[config.mk]
export PLATFORM = sky130hd
export DESIGN_NAME = nyb_link_tx
export DESIGN_NICKNAME = d
export VERILOG_FILES = /design/src/rtl/nyb_link_pkg.sv /design/src/rtl/nyb_phase_timer.sv /design/src/rtl/nyb_half_sel.sv /design/src/rtl/nyb_link_tx.sv
export SDC_FILE = /design/constraint.sdc
export NUM_CORES = 1
export LEC_CHECK = 0
export CAP_MARGIN = 15
export CORE_MARGIN = 2
export CORE_UTILIZATION = 50
export DETAILED_ROUTE_END_ITERATION = 16
export PLACE_DENSITY = 0.77
export SLEW_MARGIN = 20
export SYNTH_ARGS = -nofsm -noshare
export SYNTH_HDL_FRONTEND = slang
export SYNTH_HIERARCHICAL = 1
export SYNTH_SLANG_ARGS = --single-unit
[constraint.sdc]
create_clock -name clk -period 2.5 [get_ports clk]
set_clock_uncertainty 0.1 [all_clocks]
set_input_delay 0.5 -clock clk [delete_from_list [all_inputs] [get_ports clk]]
set_output_delay 0.5 -clock clk [all_outputs]
set_load 0.1 [all_outputs]
[src/rtl/nyb_link_pkg.sv]
package nyb_link_pkg;

    typedef enum logic [2:0] {
        ST_IDLE    = 3'd0,
        ST_LEAD_HI = 3'd1,
        ST_HOLD_HI = 3'd2,
        ST_LEAD_LO = 3'd3,
        ST_DONE    = 3'd4
    } tx_state_t;

    typedef enum logic [1:0] {
        HALF_NONE = 2'd0,
        HALF_UPPER = 2'd1,
        HALF_LOWER = 2'd2
    } half_sel_t;

endpackage

[src/rtl/nyb_phase_timer.sv]
module nyb_phase_timer #(
    parameter int CNT_W = 6
) (
    input  logic             clk,
    input  logic             rst_n,
    input  logic             load,
    input  logic [CNT_W-1:0] load_len,
    output logic             last
);

    logic [CNT_W-1:0] cnt_q;

    always_ff @(posedge clk or negedge rst_n) begin
        if (!rst_n) begin
            cnt_q <= '0;
        end else if (load) begin
            cnt_q <= load_len;
        end else if (cnt_q != '0) begin
            cnt_q <= cnt_q - 1'b1;
        end
    end

    // Final cycle of the current phase.
    assign last = (cnt_q == CNT_W'(1));

endmodule

[src/rtl/nyb_half_sel.sv]
module nyb_half_sel
    import nyb_link_pkg::*;
#(
    parameter int NYB_W = 4,
    localparam int WORD_W = 2 * NYB_W
) (
    input  logic [WORD_W-1:0] word,
    input  half_sel_t         sel,
    output logic [NYB_W-1:0]  nyb
);

    always_comb begin
        unique case (sel)
            HALF_UPPER: nyb = word[WORD_W-1:NYB_W];
            HALF_LOWER: nyb = word[NYB_W-1:0];
            default:    nyb = '0;
        endcase
    end

endmodule

[src/rtl/nyb_link_tx.sv]
module nyb_link_tx
    import nyb_link_pkg::*;
#(
    parameter int NYB_W     = 4,
    parameter int SETUP_CYC = 9,
    parameter int GAP_CYC   = 30,
    localparam int WORD_W   = 2 * NYB_W,
    localparam int CNT_W    = $clog2(GAP_CYC + 1)
) (
    input  logic              clk,
    input  logic              rst_n,
    input  logic              send_req,
    input  logic [WORD_W-1:0] send_byte,
    output logic [NYB_W-1:0]  link_nyb,
    output logic              link_stb,
    output logic              busy,
    output logic              done
);

    localparam logic [CNT_W-1:0] LEN_SETUP = CNT_W'(SETUP_CYC);
    localparam logic [CNT_W-1:0] LEN_HOLD  = CNT_W'(GAP_CYC - SETUP_CYC);

    tx_state_t         state_q, state_d;
    logic [WORD_W-1:0] word_q;
    logic              phase_last;
    logic              phase_load;
    logic [CNT_W-1:0]  phase_len;
    half_sel_t         half;

    // Next-state logic
    always_comb begin
        state_d = state_q;
        unique case (state_q)
            ST_IDLE:    if (send_req)   state_d = ST_LEAD_HI;
            ST_LEAD_HI: if (phase_last) state_d = ST_HOLD_HI;
            ST_HOLD_HI: if (phase_last) state_d = ST_LEAD_LO;
            ST_LEAD_LO: if (phase_last) state_d = ST_DONE;
            ST_DONE:                    state_d = ST_IDLE;
            default:                    state_d = ST_IDLE;
        endcase
    end

    always_comb begin
        phase_load = (state_d != state_q);
        unique case (state_d)
            ST_HOLD_HI: phase_len = LEN_HOLD;
            ST_LEAD_HI,
            ST_LEAD_LO: phase_len = LEN_SETUP;
            default:    phase_len = '0;
        endcase
    end

    // State register and captured word
    always_ff @(posedge clk or negedge rst_n) begin
        if (!rst_n) begin
            state_q <= ST_IDLE;
            word_q  <= '0;
        end else begin
            state_q <= state_d;
            if (state_q == ST_IDLE && send_req) begin
                word_q <= send_byte;
            end
        end
    end

    nyb_phase_timer #(
        .CNT_W (CNT_W)
    ) i_timer (
        .clk      (clk),
        .rst_n    (rst_n),
        .load     (phase_load),
        .load_len (phase_len),
        .last     (phase_last)
    );

    // Outputs decoded from state
    always_comb begin
        unique case (state_q)
            ST_LEAD_HI: begin half = HALF_UPPER; link_stb = 1'b0; busy = 1'b1; done = 1'b0; end
            ST_HOLD_HI: begin half = HALF_UPPER; link_stb = 1'b1; busy = 1'b1; done = 1'b0; end
            ST_LEAD_LO: begin half = HALF_LOWER; link_stb = 1'b1; busy = 1'b1; done = 1'b0; end
            ST_DONE:    begin half = HALF_LOWER; link_stb = 1'b0; busy = 1'b1; done = 1'b1; end
            default:    begin half = HALF_NONE;  link_stb = 1'b0; busy = 1'b0; done = 1'b0; end
        endcase
    end

    nyb_half_sel #(
        .NYB_W (NYB_W)
    ) i_sel (
        .word (word_q),
        .sel  (half),
        .nyb  (link_nyb)
    );

endmodule

==> results of run 1 <==
metal layers:
layer  vias to the layer above  wire length (um)  GRT usage
li1                        355                 -          -
met1                       356               854      0.254
met2                        19               986      0.351
met3                         2                55     0.0231
met4                         0                 6     0.0833
met5                         -                 0          0
through the flow:
stage	area, um2	setup WS [ns]
2_1_floorplan	1010	-0.229
3_3_place_gp	1290	0.331
3_5_place_dp	1290	0.285
4_1_cts	1320	-0.0323
5_1_grt	1360	-0.0242
6_report	1360	0.105
logic make-up (layout without fill, tap and decap cells):
kind of cell	Yosys count	after routing	synth area share
other	1	1	0.00400
adder cells (fa/ha/maj)	4	4	0.0534
AND/OR/NAND/NOR	20	20	0.148
multiplexers	12	12	0.143
flip-flops	16	16	0.427
XOR/XNOR	4	4	0.0374
buffers and inverters	9	32	0.0387
AO/OA/AOI/OAI	20	20	0.148
sequential cells by signal, summed over array words and instances (netlist names):
| name | flops |
|---|---|
| i_timer/cnt_q | 5 |
| state_q | 3 |
| word_q | 8 |
worst max-delay path, cell delays in order, from the launching register on:
cell and delay, ns:
dfrtp_1 0.44, xnor2_1 0.18, nor2_2 0.17, inv_1 0.10, ha_4 0.19, a22oi_2 0.21, nor2_4 0.07, buf_12 0.16
path summary, 6_finish.rpt:
check,startpoint,end,slack [ns],depth (start not counted)
hold reg to reg,word_q[1]$_DFFE_PN0P_,word_q[1]$_DFFE_PN0P_,0.44,1
max in group asynchronous,rst_n,i_timer/cnt_q[3]$_DFFE_PN0P_,1.32,1
setup reg to reg,i_timer/cnt_q[1]$_DFFE_PN0P_,i_timer/cnt_q[1]$_DFFE_PN0P_,0.43,7
min in group asynchronous,rst_n,i_timer/cnt_q[2]$_DFFE_PN0P_,0.54,1
hold / removal,word_q[1]$_DFFE_PN0P_,word_q[1]$_DFFE_PN0P_,0.44,1
setup / recovery,state_q[0]$_DFF_PN0_,link_nyb[1],0.11,7
area by class of cell:
cell class,count,area [um2],share of cell area
multi-input cells,61,596,0.437
repair buffers,24,293,0.215
flip-flops and latches,16,400,0.294
clock buffers,3,22.5,0.0165
inverters,5,18.8,0.0138
well taps,25,31.3,0.0230
layout by cell type (no fill, tap or decap):
cell type	netlist	final
xnor2_1	4	3
conb_1	1	1
nand3b_1	1	1
buf_12	0	7
nor4b_1	1	1
mux2i_1	1	1
nor3_1	2	2
clkbuf_4	0	3
nor2_2	0	2
ha_1	4	2
ha_4	0	2
dfrtp_1	16	16
mux2_2	11	11
xnor2_2	0	1
a311oi_1	1	1
a21bo_2	1	1
o31ai_1	2	2
clkdlybuf4s50_1	0	10
o21a_1	3	3
a22oi_2	0	4
nor4b_4	2	2
and3_1	1	1
inv_1	5	5
nor2_4	0	4
buf_4	0	7
a22o_1	1	1
o21ai_0	4	4
nand2_1	4	4
or3b_2	1	1
and2_1	1	1
nor2b_4	0	1
a21oi_1	3	3
a211o_1	1	1
timing repair:
action	CTS	global route
resized for setup	0	8
endpoints found under the setup margin	4	4
buffers inserted	0	1
==> run_results.csv, run 1 <==
group,metric,value,unit
logic_synthesis,yosys_register_bits,16,
setup_path,cp-start-kind,"flip-flop",
sta,whs,0.438,ns
floorplan,ios,18,
route,detail-route-antenna-nets,0,
setup_path,criticalPathCategory,"reg2out",
logic_synthesis,synth_nets,101,
logic_synthesis,avgSynthCellArea,10.9,um2
global_routing,antenna_found_initial,0,
route,drtIter0Drc,11,
route,num_vias,732,
global_routing,globalRoute.totalOverflow,0,
logic_synthesis,synth_top_area_share,0.427,
logic_synthesis,synth.cell_area,937,um2
logic_synthesis,yosysMostFrequentCell,"dfrtp_1",
logic_synthesis,synth_top_cell_by_area,"dfrtp_1",
clocking,clockRootBuffer,"clkbuf_4",
route,wl_per_cell,14.2,um
cells_and_area,utilization,0.780,
route,viasPerCell,5.46,
setup_path,arrival,1.79,ns
place,finalWeightedCongestion,0.796,
clocking,cts-hold-fix-buffers,0,
clocking,cts_sinks,16,
route,firstDrtPassIters,4,
clocking,clkTransAtPathRegs,0.09,ns
setup_path,critPathRequiredTime,1.90,ns
cells_and_area,antennaDiodeCount,0,
flow_run,max_cap_violations,0,
clocking,cts_tree,"built",
place,port_buffers,17,
logic_synthesis,synth_area_leaders,"dfrtp_1 43%, mux2_2 13%, ha_1 5.3%",
logic_synthesis,synthCells,86,
floorplan,dieArea,2240,um2
sta,post-route-period-util,0.958,
sta,setup_viol,0,
route,drc,0,
setup_path,critPathCaptureType,"output port",
global_routing,grt_usage,0.203,
clocking,htreeDepth,1,
floorplan,die_h,47.3,um
cells_and_area,final_cells,134,
logic_synthesis,synth_edf_count,0,
sta,fmax,418,MHz
place,hpwl,1420,um
sta,setup_tns,0,ns
cells_and_area,fillers,126,
sta,slew-limit-headroom,0.534,
logic_synthesis,synth_commonest_cells,"16 x dfrtp_1, 11 x mux2_2, 6 x nor2_1, 5 x inv_1",
floorplan,fp-row-count,15,
clocking,cts_buffer_depth,2,
floorplan,coreArea,1750,um2
sta,min_period,2.39,ns
sta,tightest_slew,0.696,ns
route,wirelength,1900,um
clocking,worst_skew_pair.late_latency,0.27,ns
floorplan,die_x,47.3,um
hold_path,hp-class,"reg2reg",
floorplan,start_util,0.537,
setup_path,critical_path.max_fanout,5,
global_routing,grt_max_degree,17,
clocking,cts-buffers-inserted,3,
logic_synthesis,synth_seq_area_share,0.427,
cells_and_area,num-nets-final,126,
global_routing,first_global_vias,708,
logic_synthesis,yosysWarningCount,6,
sta,drv_slew,0,
logic_synthesis,synth_cell_type_count,28,
status,outcome,"complete, no violations",
global_routing,grt_pass1_wl,3110,um
cells_and_area,drive_above_1_share,0.422,
logic_synthesis,ys_async_sr_fraction,1.00,
sta,hold_viol_final,0,
place,place_inst,130,
cells_and_area,area_growth,45.3,%
logic_synthesis,synthFlopType,"dfrtp_1",
Power of run 1 is left out: the tool's default activity adds up to more than one toggle a clock period on the data nets, which glitch-free logic cannot reach.
==> inputs of run 2 (changes only) <==
--- a/config.mk
+++ b/config.mk
@@ -15,3 +15,4 @@
 export SYNTH_HDL_FRONTEND = slang
 export SYNTH_HIERARCHICAL = 1
 export SYNTH_SLANG_ARGS = --single-unit
+export TNS_END_PERCENT = 20
==> run 2 against run 1 <==
Utilization increased by 1.6 points. Final cell count increased by 3.0%. Global-route usage rose by 0.13 points. Critical path depth stayed put. Non-clock buffer count increased by 3.
==> run_results.csv, run 2 (synthesis results as in run 1) <==
group,metric,value,unit
cells_and_area,reg.largest.list,"word_q (8), i_timer/cnt_q (5), state_q (3)",
route,viasPerCell,5.22,
route,wl_per_cell,14.3,um
cells_and_area,top_register,"word_q",
route,drc,0,
status,outcome,"complete, no violations",
global_routing,first_global_vias,680,
clocking,clockRootBuffer,"clkbuf_4",
route,num_vias,721,
floorplan,coreArea,1750,um2
sta,fmax,407,MHz
clocking,clkTransAtPathRegs,0.10,ns
cells_and_area,layout_commonest_cell,"dfrtp_1",
sta,rsz0062_at_grt,"true",
hold_path,hp-class,"reg2reg",
place,port_buffers,17,
cells_and_area,largest_reg_flops,8,
route,wirelength,1970,um
sta,tightest_slew,0.713,ns
floorplan,dieArea,2240,um2
setup_path,critical_path_buf_inv_count,2,
route,wl_met3,75,um
floorplan,start_util,0.537,
sta,slew-limit-headroom,0.523,
route,firstDrtPassIters,4,
flow_run,max_cap_violations,0,
route,dr_wl_met2,990,um
setup_path,cp_slowest_cell,"dfrtp_2",
place,hpwl,1500,um
sta,drv_slew,0,
clocking,cts-hold-fix-buffers,0,
setup_path,critical_path.max_fanout,4,
setup_path,crit_family,"compound AO/OA/AOI/OAI gates",
global_routing,grt_max_degree,17,
clocking,cts_tree,"built",
clocking,cts_sinks,16,
cells_and_area,num-nets-final,129,
cells_and_area,antennaDiodeCount,0,
setup_path,critPathRequiredTime,1.90,ns
sta,hold_viol_final,0,
global_routing,grt_pass1_wl,3170,um
global_routing,antenna_found_initial,0,
cells_and_area,mostFrequentLayoutCells,"13 x dfrtp_1, 11 x mux2_2, 10 x buf_4, 10 x clkdlybuf4s50_1, 7 x buf_12",
sta,setup_viol,0,
route,routed.top_layer,"met4",
clocking,cts-buffers-inserted,3,
sta,min_period,2.46,ns
place,place_inst,130,
route,drtIter0Drc,8,
global_routing,globalRoute.totalOverflow,0,
floorplan,fp-row-count,15,
cells_and_area,drive_above_1_share,0.460,
floorplan,ios,18,
route,met1_length,892,um
setup_path,criticalPathCategory,"reg2out",
global_routing,grt_usage,0.204,
setup_path,cp-start-kind,"flip-flop",
clocking,htreeDepth,1,
floorplan,die_x,47.3,um
sta,post-route-period-util,0.983,
route,detail-route-antenna-nets,0,
cells_and_area,area_growth,48.2,%
setup_path,cpPeakStageDelay,0.44,ns
clocking,worst_skew_pair.late_latency,0.28,ns
place,finalWeightedCongestion,0.866,
cells_and_area,final_cells,138,
setup_path,arrival,1.86,ns
setup_path,critPathCaptureType,"output port",
setup_path,crit_chain,"nor2b_4 -> a22o_1 -> buf_4 -> ha_4 -> a22oi_2 -> nor2_4 -> buf_12",
clocking,cts_buffer_depth,2,
floorplan,die_h,47.3,um
## run 2: cell type report
| class | instances | area (um2) |
|---|---|---|
| clock buffers | 4 | 36.3 |
| repair buffers | 27 | 315 |
| well taps | 25 | 31.3 |
| flip-flops and latches | 16 | 404 |
| inverters | 5 | 18.8 |
| fillers | 116 | 357 |
| multi-input cells | 61 | 583 |
## run 2: path summary, 6_finish.rpt
kind,start,end,slack [ns],cells past startpoint
max reg2reg,i_timer/cnt_q[1]$_DFFE_PN0P_,i_timer/cnt_q[1]$_DFFE_PN0P_,0.48,7
max,state_q[1]$_DFF_PN0_,link_nyb[2],0.04,7
min in group asynchronous,rst_n,word_q[0]$_DFFE_PN0P_,0.54,1
min,word_q[5]$_DFFE_PN0P_,word_q[5]$_DFFE_PN0P_,0.44,1
min reg2reg,word_q[5]$_DFFE_PN0P_,word_q[5]$_DFFE_PN0P_,0.44,1
max in group asynchronous,rst_n,state_q[1]$_DFF_PN0_,1.27,1
## run 2: metal layers
| layer | vias up | global-route usage |
|---|---|---|
| met5 | - | 0 |
| met4 | 0 | 0.0500 |
| met3 | 2 | 0.0462 |
| met2 | 13 | 0.332 |
| met1 | 349 | 0.274 |
| li1 | 357 | - |
## run 2: metrics by stage
stage	TNS [ns]	util	cell area (um2)	hold WS (ns)	setup slack, ns
after floorplan	-1.03	-	998	0.104	-0.260
after global placement	0	0.741	1290	0.395	0.226
after detailed placement	0	0.741	1290	0.399	0.143
after CTS	0	0.791	1380	0.440	0.0349
after global routing	-0.0454	0.796	1390	0.463	-0.0136
final	0	0.796	1390	0.439	0.0416
## run 2: repair_timing
item | in CTS | in global routing
hold endpoints to repair | 0 | 0
pin swaps | 1 | 0
gates resized for setup | 9 | 0
setup buffers | 3 | 1
setup endpoints to repair | 4 | 4
Power of run 2 is left out for the same reason.
